<file path="src/rtl/pbg_pkg.sv">
package pbg_pkg;
  localparam int EN_W          = 7;
  localparam int EN_SINGLE_RST = 0;
  localparam int EN_ERASE      = 1;
  localparam int EN_SOFT_PWR   = 2;
  localparam int EN_ALT_BOOT   = 3;
  localparam int EN_NO_FACTORY = 4;
  localparam int EN_HOLD_IRQ   = 5;
  localparam int EN_CHANGE_IRQ = 6;

  localparam int RUN_W         = 4;
  localparam int RUN_SINGLE    = 1;
  localparam int RUN_ERASE     = 3;
  localparam int RUN_ALT       = 5;
  localparam int RUN_FACTORY   = 10;

  typedef struct packed {
    logic long_hit;
    logic sleep_hit;
    logic wake_hit;
  } hold_evt_t;
endpackage

</file>
<file path="src/rtl/pbg_hold_timer.sv">
module pbg_hold_timer #(
  parameter int QUICK_MS   = 700,
  parameter int MS_PER_SEC = 1000,
  localparam int HOLD_MAX  = 16 * MS_PER_SEC,
  localparam int HW        = $clog2(HOLD_MAX + 1)
) (
  input  logic               clk,
  input  logic               rst,
  input  logic               held,
  input  logic               btn_q,
  input  logic               tick,
  input  logic [3:0]         sleep_sec,
  input  logic [3:0]         wake_sec,
  output logic [HW-1:0]      hold_ms,
  output pbg_pkg::hold_evt_t evt
);
  logic          inc;
  logic [HW-1:0] nxt;
  logic [3:0]    sleep_eff;
  logic [HW-1:0] sleep_thr;
  logic [HW-1:0] wake_thr;

  always_comb begin
    inc       = tick && held && (hold_ms != HW'(HOLD_MAX));
    nxt       = hold_ms + HW'(1);
    sleep_eff = (sleep_sec == 4'd0) ? 4'd1 : sleep_sec;
    sleep_thr = HW'(sleep_eff) * HW'(MS_PER_SEC);
    wake_thr  = HW'(wake_sec) * HW'(MS_PER_SEC);
  end

  always_ff @(posedge clk) begin
    if (rst) begin
      hold_ms <= '0;
      evt     <= '0;
    end else begin
      if (!btn_q)   hold_ms <= '0;
      else if (inc) hold_ms <= nxt;
      evt.long_hit  <= inc && (nxt == HW'(QUICK_MS));
      evt.sleep_hit <= inc && (nxt == sleep_thr);
      evt.wake_hit  <= inc && (wake_sec != 4'd0) && (nxt == wake_thr);
    end
  end
endmodule

</file>
<file path="src/rtl/pbg_run_counter.sv">
module pbg_run_counter #(
  parameter int QUICK_MS = 700,
  parameter int CW       = pbg_pkg::RUN_W,
  localparam int GW      = $clog2(QUICK_MS + 1)
) (
  input  logic          clk,
  input  logic          rst,
  input  logic          btn_q,
  input  logic          rel_quick,
  input  logic          long_hit,
  input  logic          tick,
  input  logic          asleep,
  output logic          done,
  output logic [CW-1:0] runs
);
  logic [CW-1:0] cnt;
  logic [GW-1:0] gap;
  logic          open;
  logic [GW-1:0] gap_nxt;

  assign gap_nxt = gap + GW'(1);

  always_ff @(posedge clk) begin
    if (rst) begin
      cnt  <= '0;
      gap  <= '0;
      open <= 1'b0;
      done <= 1'b0;
      runs <= '0;
    end else begin
      done <= 1'b0;
      if (asleep || long_hit) begin
        cnt  <= '0;
        gap  <= '0;
        open <= 1'b0;
      end else if (rel_quick) begin
        if (cnt != '1) cnt <= cnt + CW'(1);
        gap  <= '0;
        open <= 1'b1;
      end else if (open && !btn_q && tick) begin
        if (gap_nxt == GW'(QUICK_MS)) begin
          done <= 1'b1;
          runs <= cnt;
          cnt  <= '0;
          gap  <= '0;
          open <= 1'b0;
        end else begin
          gap <= gap_nxt;
        end
      end
    end
  end
endmodule

</file>
<file path="src/rtl/pb_gesture_decoder.sv">
module pb_gesture_decoder #(
  parameter int QUICK_MS   = 700,
  parameter int MS_PER_SEC = 1000,
  localparam int EW        = pbg_pkg::EN_W,
  localparam int CW        = pbg_pkg::RUN_W,
  localparam int HW        = $clog2(16 * MS_PER_SEC + 1)
) (
  input  logic          clk,
  input  logic          rst,
  input  logic          btn_i,
  input  logic          tick_ms_i,
  input  logic [EW-1:0] ctrl_en_i,
  input  logic          asleep_i,
  input  logic [7:0]    spwr_time_i,
  output logic          hard_reset_o,
  output logic          pb_irq_o,
  output logic          hold_irq_o,
  output logic          key_erase_o,
  output logic          alt_boot_o,
  output logic          factory_load_o,
  output logic          sleep_o,
  output logic          wake_o,
  output logic          change_o
);
  import pbg_pkg::*;

  logic               btn_q;
  logic               held;
  logic               press_edge;
  logic               rel_quick;
  logic [HW-1:0]      hold_ms;
  hold_evt_t          evt;
  logic               done;
  logic [CW-1:0]      runs;
  logic               awake;
  logic               r_single;
  logic               r_erase;
  logic               r_alt;
  logic               r_factory;

  always_ff @(posedge clk) begin
    if (rst) btn_q <= 1'b0;
    else     btn_q <= btn_i;
  end

  always_comb begin
    held       = btn_i && btn_q;
    press_edge = btn_i && !btn_q;
    rel_quick  = !btn_i && btn_q && (hold_ms < HW'(QUICK_MS));
    awake      = !asleep_i;
    r_single   = done && (runs == CW'(RUN_SINGLE));
    r_erase    = done && (runs == CW'(RUN_ERASE));
    r_alt      = done && (runs == CW'(RUN_ALT));
    r_factory  = done && (runs == CW'(RUN_FACTORY));
  end

  pbg_hold_timer #(
    .QUICK_MS  (QUICK_MS),
    .MS_PER_SEC(MS_PER_SEC)
  ) u_hold (
    .clk      (clk),
    .rst      (rst),
    .held     (held),
    .btn_q    (btn_q),
    .tick     (tick_ms_i),
    .sleep_sec(spwr_time_i[3:0]),
    .wake_sec (spwr_time_i[7:4]),
    .hold_ms  (hold_ms),
    .evt      (evt)
  );

  pbg_run_counter #(
    .QUICK_MS(QUICK_MS),
    .CW      (CW)
  ) u_runs (
    .clk      (clk),
    .rst      (rst),
    .btn_q    (btn_q),
    .rel_quick(rel_quick),
    .long_hit (evt.long_hit),
    .tick     (tick_ms_i),
    .asleep   (asleep_i),
    .done     (done),
    .runs     (runs)
  );

  always_ff @(posedge clk) begin
    if (rst) begin
      hard_reset_o   <= 1'b0;
      pb_irq_o       <= 1'b0;
      hold_irq_o     <= 1'b0;
      key_erase_o    <= 1'b0;
      alt_boot_o     <= 1'b0;
      factory_load_o <= 1'b0;
      sleep_o        <= 1'b0;
      wake_o         <= 1'b0;
      change_o       <= 1'b0;
    end else begin
      hard_reset_o   <= awake && r_single && ctrl_en_i[EN_SINGLE_RST];
      pb_irq_o       <= awake && r_single && !ctrl_en_i[EN_SINGLE_RST];
      key_erase_o    <= awake && r_erase && ctrl_en_i[EN_ERASE];
      alt_boot_o     <= awake && r_alt && ctrl_en_i[EN_ALT_BOOT];
      factory_load_o <= awake && r_factory && !ctrl_en_i[EN_NO_FACTORY];
      hold_irq_o     <= awake && evt.long_hit && ctrl_en_i[EN_HOLD_IRQ];
      sleep_o        <= awake && evt.sleep_hit && ctrl_en_i[EN_SOFT_PWR];
      wake_o         <= asleep_i && ((spwr_time_i[7:4] == 4'd0) ? press_edge
                                                                 : evt.wake_hit);
      change_o       <= awake && ctrl_en_i[EN_CHANGE_IRQ] && (btn_i != btn_q);
    end
  end
endmodule

</file>
<file path="config.mk">
export PLATFORM = sky130hd
export DESIGN_NAME = pb_gesture_decoder
export DESIGN_NICKNAME = d
export VERILOG_FILES = /design/src/rtl/pbg_pkg.sv /design/src/rtl/pbg_hold_timer.sv /design/src/rtl/pbg_run_counter.sv /design/src/rtl/pb_gesture_decoder.sv
export SDC_FILE = /design/constraint.sdc
export NUM_CORES = 1
export LEC_CHECK = 0
export BUFFER_PORTS_ARGS = -buffer_cell sky130_fd_sc_hd__buf_2
export CORE_MARGIN = 5
export CORE_UTILIZATION = 55
export CTS_CLUSTER_SIZE = 8
export DETAILED_ROUTE_END_ITERATION = 10
export GPL_TIMING_DRIVEN = 0
export PLACE_DENSITY = 0.8
export SYNTH_ARGS = -nofsm -noshare
export SYNTH_HDL_FRONTEND = slang
export SYNTH_SLANG_ARGS = --single-unit
export TNS_END_PERCENT = 10
</file>
<file path="constraint.sdc">
create_clock -name clk -period 4.02 [get_ports clk]
set_input_delay 0.402 -clock clk [delete_from_list [all_inputs] [get_ports clk]]
set_output_delay 0.402 -clock clk [all_outputs]
set_load 0.01 [all_outputs]
</file>
# After elaboration in Yosys (flattened, before gate mapping)
# Cells that the tools add are included.
[word_totals]
wordCells = 102
reg_bits = 47
out_inout_bits = 9
latch_bits = 0
rom_bits = 0
in_bits = 20
memories = 0
ram_bits = 0
[op_classes]
n_shift = 0
add_sub_neg = 3
mux = 11
div = 0
magnitude_cmp = 1
n_reduce_logical = 50
eq_ne = 12
multipliers = 2
bitwise_logic = 4
[op_table]
columns = ["operator", "count"]
rows = [
  ["$logic_and 1x1->1", 32],
  ["$eq 14x14->1", 2],
  ["$mul 4x7->11 const B", 2],
  ["$mux 4", 5],
  ["$add 14x1->14 const B", 1],
  ["$eq 14x10->1 const B", 1],
  ["$lt 14x10->1 const B", 1],
  ["$ne 14x14->1 const B", 1],
  ["$add 10x1->10 const B", 1],
  ["$eq 10x10->1 const B", 1],
  ["$mux 10", 1],
  ["$logic_not 4->1", 2],
  ["$logic_not 1->1", 5],
  ["$mux 1", 5],
  ["$add 4x1->4 const B", 1],
  ["$eq 4x1->1 const B", 1],
  ["$eq 4x2->1 const B", 1],
  ["$eq 4x3->1 const B", 1],
  ["$eq 4x4->1 const B", 1],
  ["$ne 4x4->1 const B", 1],
  ["$not 1->1", 4],
  ["$reduce_and 4->1", 1],
  ["$reduce_bool 2->1", 2],
  ["$reduce_bool 4->1", 1],
  ["other kinds (8)", 9],
]

# Depth between registers and ports, before layout
[logic_depth]
ltp_word = 5
ltp_mapped = 15
ltp_nobuf = 15

# Cells and area by module
# Synthesis repeated with hierarchy kept, for this count alone.
[unflattened]
cells_unflattened = 426
hier_area_um2 = 3832.4
[by_module_without_submodules]
columns = ["mod", "area_each_um2", "n_inst", "cells_each"]
rows = [
  ["pbg_hold_timer", 2402.3, 1, 279],
  ["pbg_run_counter", 988.4, 1, 106],
  ["pb_gesture_decoder", 441.7, 1, 41],
]

# Least setup slack after synthesis
# No wires, ideal clock.
[synth_timing]
kind = "input-to-reg"
start = "in spwr_time_i[5]"
end = "reg u_hold.evt[0] (netlist name)"
t_arrival_ns = 3.147
setup_slack_ns = 0.785
stages = 11
setup_time_ns = 0.088
path_buffers = 0
path_cell_list = "fa_1 > inv_1 > fa_1 > inv_1 > ha_1 > a21o_1 > a21oi_1 > xnor3_1 > o2111ai_1 > or3_1 > nor4_2"
[synth_between]
elab_chain_len = 3
[synth_lines]
columns = ["item", "line", "text"]
rows = [
  ["start, declared", "pb_gesture_decoder.sv:14", "input logic [7:0] spwr_time_i,"],
  ["$mul 4x7->11 or $reduce_bool 4->1 (tied branches)", "pbg_hold_timer.sv:28, pbg_hold_timer.sv:40", ""],
  ["$eq 14x14->1 or $logic_and 1x1->1 (tied branches)", "pbg_hold_timer.sv:40", "evt.wake_hit <= inc && (wake_sec != 4'd0) && (nxt == wake_thr);"],
  ["$logic_and 1x1->1 *", "pbg_hold_timer.sv:40", ""],
]
# Every way passes the cells marked *; elsewhere a longest branch is shown, timed or not.
# A chain may end at the register's enable or synchronous reset.

# Worst setup path in the final report
[layout_timing]
start = "in spwr_time_i[2]"
end = "reg u_hold.evt[1] (netlist name)"
[layout_between]
elab_chain_len = 5
[layout_lines]
columns = ["item", "line", "text"]
rows = [
  ["$logic_not 4->1", "pbg_hold_timer.sv:26", "sleep_eff = (sleep_sec == 4'd0) ? 4'd1 : sleep_sec;"],
  ["$mux 4 *", "pbg_hold_timer.sv:26", ""],
  ["$mul 4x7->11 *", "pbg_hold_timer.sv:27", "sleep_thr = HW'(sleep_eff) * HW'(MS_PER_SEC);"],
  ["$eq 14x14->1 *", "pbg_hold_timer.sv:39", "evt.sleep_hit <= inc && (nxt == sleep_thr);"],
  ["$logic_and 1x1->1 *", "pbg_hold_timer.sv:39", ""],
]
# Marked as above.

==> impl_results.md <==
- Synthesized Nets: 480
- CP max-delay cell: fa_1
- Clock latency on the worst-skew pair: about 0.30 ns
- First-pass GRT wire length: ~13000 um
- Port Buf Inserts: 28
- TritonCTS Sinks: between 40 and 50
- Layout cells sized above 1: 0.125
- Root buf cell: clkbuf_8
- Post-synthesis adder-cell area fraction: 0.198
- Power Density: approximately 290 nW/um2
- Hold Fails Final Rpt: 0
- Routed vias/inst: approximately 5.5
- Syn-to-layout area delta: 9.70%
- Final core utilization: 0.623
- Final setup violating endpoints: 0
- Top post-synthesis cells by area: dfxtp_1 26%, ha_1 12%, xnor2_1 9.2%, fa_1 7.7%, xor2_1 6.0%
- Max-cap violations: 0
- Crit Path Class: in2reg
- CP startpoint: spwr_time_i[2]
- Vias in the first global route: slightly below 3000
- Multiplexer share of the synthesized area: 0.0255
- WL/cell: between 10 and 15 um
- 1st-pass router iterations: 4
- Most common cell in the netlist: nor2_1
- Post-route ant nets: 0
- Clock skew: ~0.0070 ns
- Hold Buf Count CTS: 0
- Total CTS buffers: 5
- Commonest cells in the netlist: 48 x nor2_1, 47 x dfxtp_1, 38 x xnor2_1
- CP max FO: 6
- Critical Path Most Common Cell: inv_1
- Fin Setup TNS: 0 ns
- Area of the core: 6390 um2
- Cell Chain, Critical Path: buf_2 > inv_1 > ha_1 > a21oi_1 > inv_1 > fa_1 > inv_1 > fa_1 > inv_1 > a21o_1 > a21oi_1 > xnor3_1 > nor4_1 > nand3_1 > nor4_1
- Status: finished clean
- GR Util All Layers: 0.181
- Clock Tree Buf Depth: 2
- CP Capture Type: register
- Syn Inst Count: between 400 and 500
- Grt ovf: 0
- Largest net degree at the start of global routing: 17
- Main combinational cell family by area after synthesis: simple AND/OR/NAND/NOR gates
- Final critical-path setup slack: 0.380 ns
- HP Start: ctrl_en_i[0]
- Clk pin slew, worst setup/hold paths: ~0.090 ns
- Relative slew slack: 0.557
- Via Count: around 2900
- Post-route minimum period: around 3.6 ns
- Antenna diode count: 0
- Post-CTS setup buffer count: 0
- Final GP Congestion: 0.887
- FFs w/ async S/R, synth: 0
- Yosys top cell by area: dfxtp_1
- Post-Route WL: ~7200 um
- Ports: 29
- Max rail drop VDD: between 200 and 300 uV
- RR Startpoint: u_hold.hold_ms[6]$_SDFFE_PP0P_
- Distinct cell type count after synthesis: 53
- Die X: roughly 91 um
- Crit path DAT: 3.80 ns
- LEAKAGE: about 0.0017 uW
- PostCTS Resize Cnt: 0
- Simple-gate share of the synthesized area: 0.207
- Syn_area_per_cell: 8.82 um2
- CP max stage delay: slightly above 0.6 ns
- Antenna violations before repair: 0
- H-tree Lvls: 2
- Total Nets Final: around 500
- Synth top area share: 0.259
- Fill cells: 519
- Max-slew violation count: 0
- Hold Path Class: in2reg
- Setup WS pre-CTS: 0.0542 ns
- Synth Flop Type: dfxtp_1
- Synth Register Bits: 47
- DR DRC count: 0
- Post-synthesis compound-gate area fraction: 0.0832
- Final period utilization: 0.905
- Hold WS: 0.263 ns
- Required @ worst endpoint: roughly 4.2 ns
- Post-Synth XOR/XNOR Area: 0.172
- Crit path launch type: input pin
- 1st-iter DRT viols: approximately 160
- Initial Utilization: 0.568
- Chip height: 91.2 um
- Slew @ Worst Pin: 0.658 ns
- Reg2Reg Setup Slack: 1.33 ns
- TritonCTS clock tree: done
- RSZ-0062 raised after global routing: no
- Row count: 29
- Synth Warn #: 0
- Die Footprint: between 8000 and 9000 um2
- Peak Freq: ~270 MHz
- EDFF count, synth: 0
- Mapped Area: ~3600 um2
- Seq/Total Area, Yosys: 0.259
- HPWL Detailed: 5790 um
-- worst paths after layout --
| kind | endpoint | cells past startpoint |
|---|---|---|
| hold reg to reg | sleep_o$_SDFF_PP0_ | 1 |
| hold / removal | pb_irq_o$_SDFF_PP0_ | 2 |
| setup / recovery | u_hold.evt[1]$_SDFF_PP0_ | 15 |
| setup reg to reg | u_hold.evt[1]$_SDFF_PP0_ | 8 |
-- layout make-up --
cell class / instances / area [um2] / area share
multi-input combinational: 317 / 2490 / 0.625
sequential: 47 / 941 / 0.237
timing repair buffer: 28 / 140 / 0.0352
inverter: 34 / 128 / 0.0321
tap: 77 / 96.3 / 0.0242
buffer: 13 / 71.3 / 0.0179
clock buffer: 5 / 68.8 / 0.0173
clock inverter: 3 / 46.3 / 0.0116
-- logic make-up after synthesis --
| group | count (synthesis) |
|---|---|
| xor+xnor | 66 |
| mux | 9 |
| buf+inv | 47 |
| simple gates | 147 |
| flops | 47 |
| compound gates | 46 |
| fa+ha+maj | 49 |
-- metrics by stage --
step	area [um2]	total power, uW	instances
6_report	3980	1150	524
5_1_grt	3980	1220	524
4_1_cts	3980	1160	524
3_5_place_dp	3860	806	516
3_3_place_gp	3860	790	516
2_1_floorplan	3630	735	411
-- power breakdown --
group / total, uW / internal (uW) / switching [uW]
Combinational: 329 / 156 / 173
Sequential: 468 / 467 / 1.24
Clock: 356 / 187 / 168
Total: 1150 / 810 / 342
-- flip-flops by register name, summed over array words and instances (netlist names) --
| name | cells |
|---|---|
| alt_boot_o | 1 |
| btn_q | 1 |
| change_o | 1 |
| factory_load_o | 1 |
| hard_reset_o | 1 |
| hold_irq_o | 1 |
| key_erase_o | 1 |
| pb_irq_o | 1 |
| sleep_o | 1 |
| u_hold.evt | 3 |
| u_hold.hold_ms | 14 |
| u_runs.cnt | 4 |
| u_runs.done | 1 |
| u_runs.gap | 10 |
| u_runs.open | 1 |
| u_runs.runs | 4 |
| wake_o | 1 |
-- routing by layer --
layer / up-vias / wire [um] / track usage / part of all wire
met3: 6 / 353 / 0.0331 / 0.049
li1: 1459 / - / - / -
met1: 1343 / 3380 / 0.237 / 0.47
met2: 62 / 3440 / 0.312 / 0.48
met5: - / 0 / 0 / 0
met4: 0 / 50 / 0.0391 / 0.0069
-- cell usage in the layout, fill, tap and decap left out, types with 2 or more instances in the layout --
master      n
nor2_1     48
clkbuf_8    5
xor2_1     25
o21bai_1    4
inv_1      33
nand3_1    21
or2_2       2
mux2i_1     7
nand2_1    23
clkbuf_1    7
xnor3_1     2
a31o_2      2
buf_2      31
and3_1      9
dfxtp_1    47
a21oi_1    12
or3_1       3
buf_6       2
fa_1       14
nor3_1      9
xnor2_1    38
a22oi_1     4
ha_1       35
o2111ai_1   2
nand4_1     8
nor4b_1     2
nor3b_1     2
nand4b_1    2
o21ai_0     8
a31oi_1     3
nor4_1      4
a21o_1      6
mux2_2      2
nand2b_1    2
-- critical path, delay by kind of cell --
family / cells / cell delay [ns]
AOI/OAI and AO/OA: 3 / 0.51
xor gates and xnor gates: 1 / 0.19
adders and majority gates: 3 / 1.31
buffers and inverters: 5 / 0.66
and+or+nand+nor: 3 / 0.73
No activity file was read; power rests on OpenSTA's default activity.
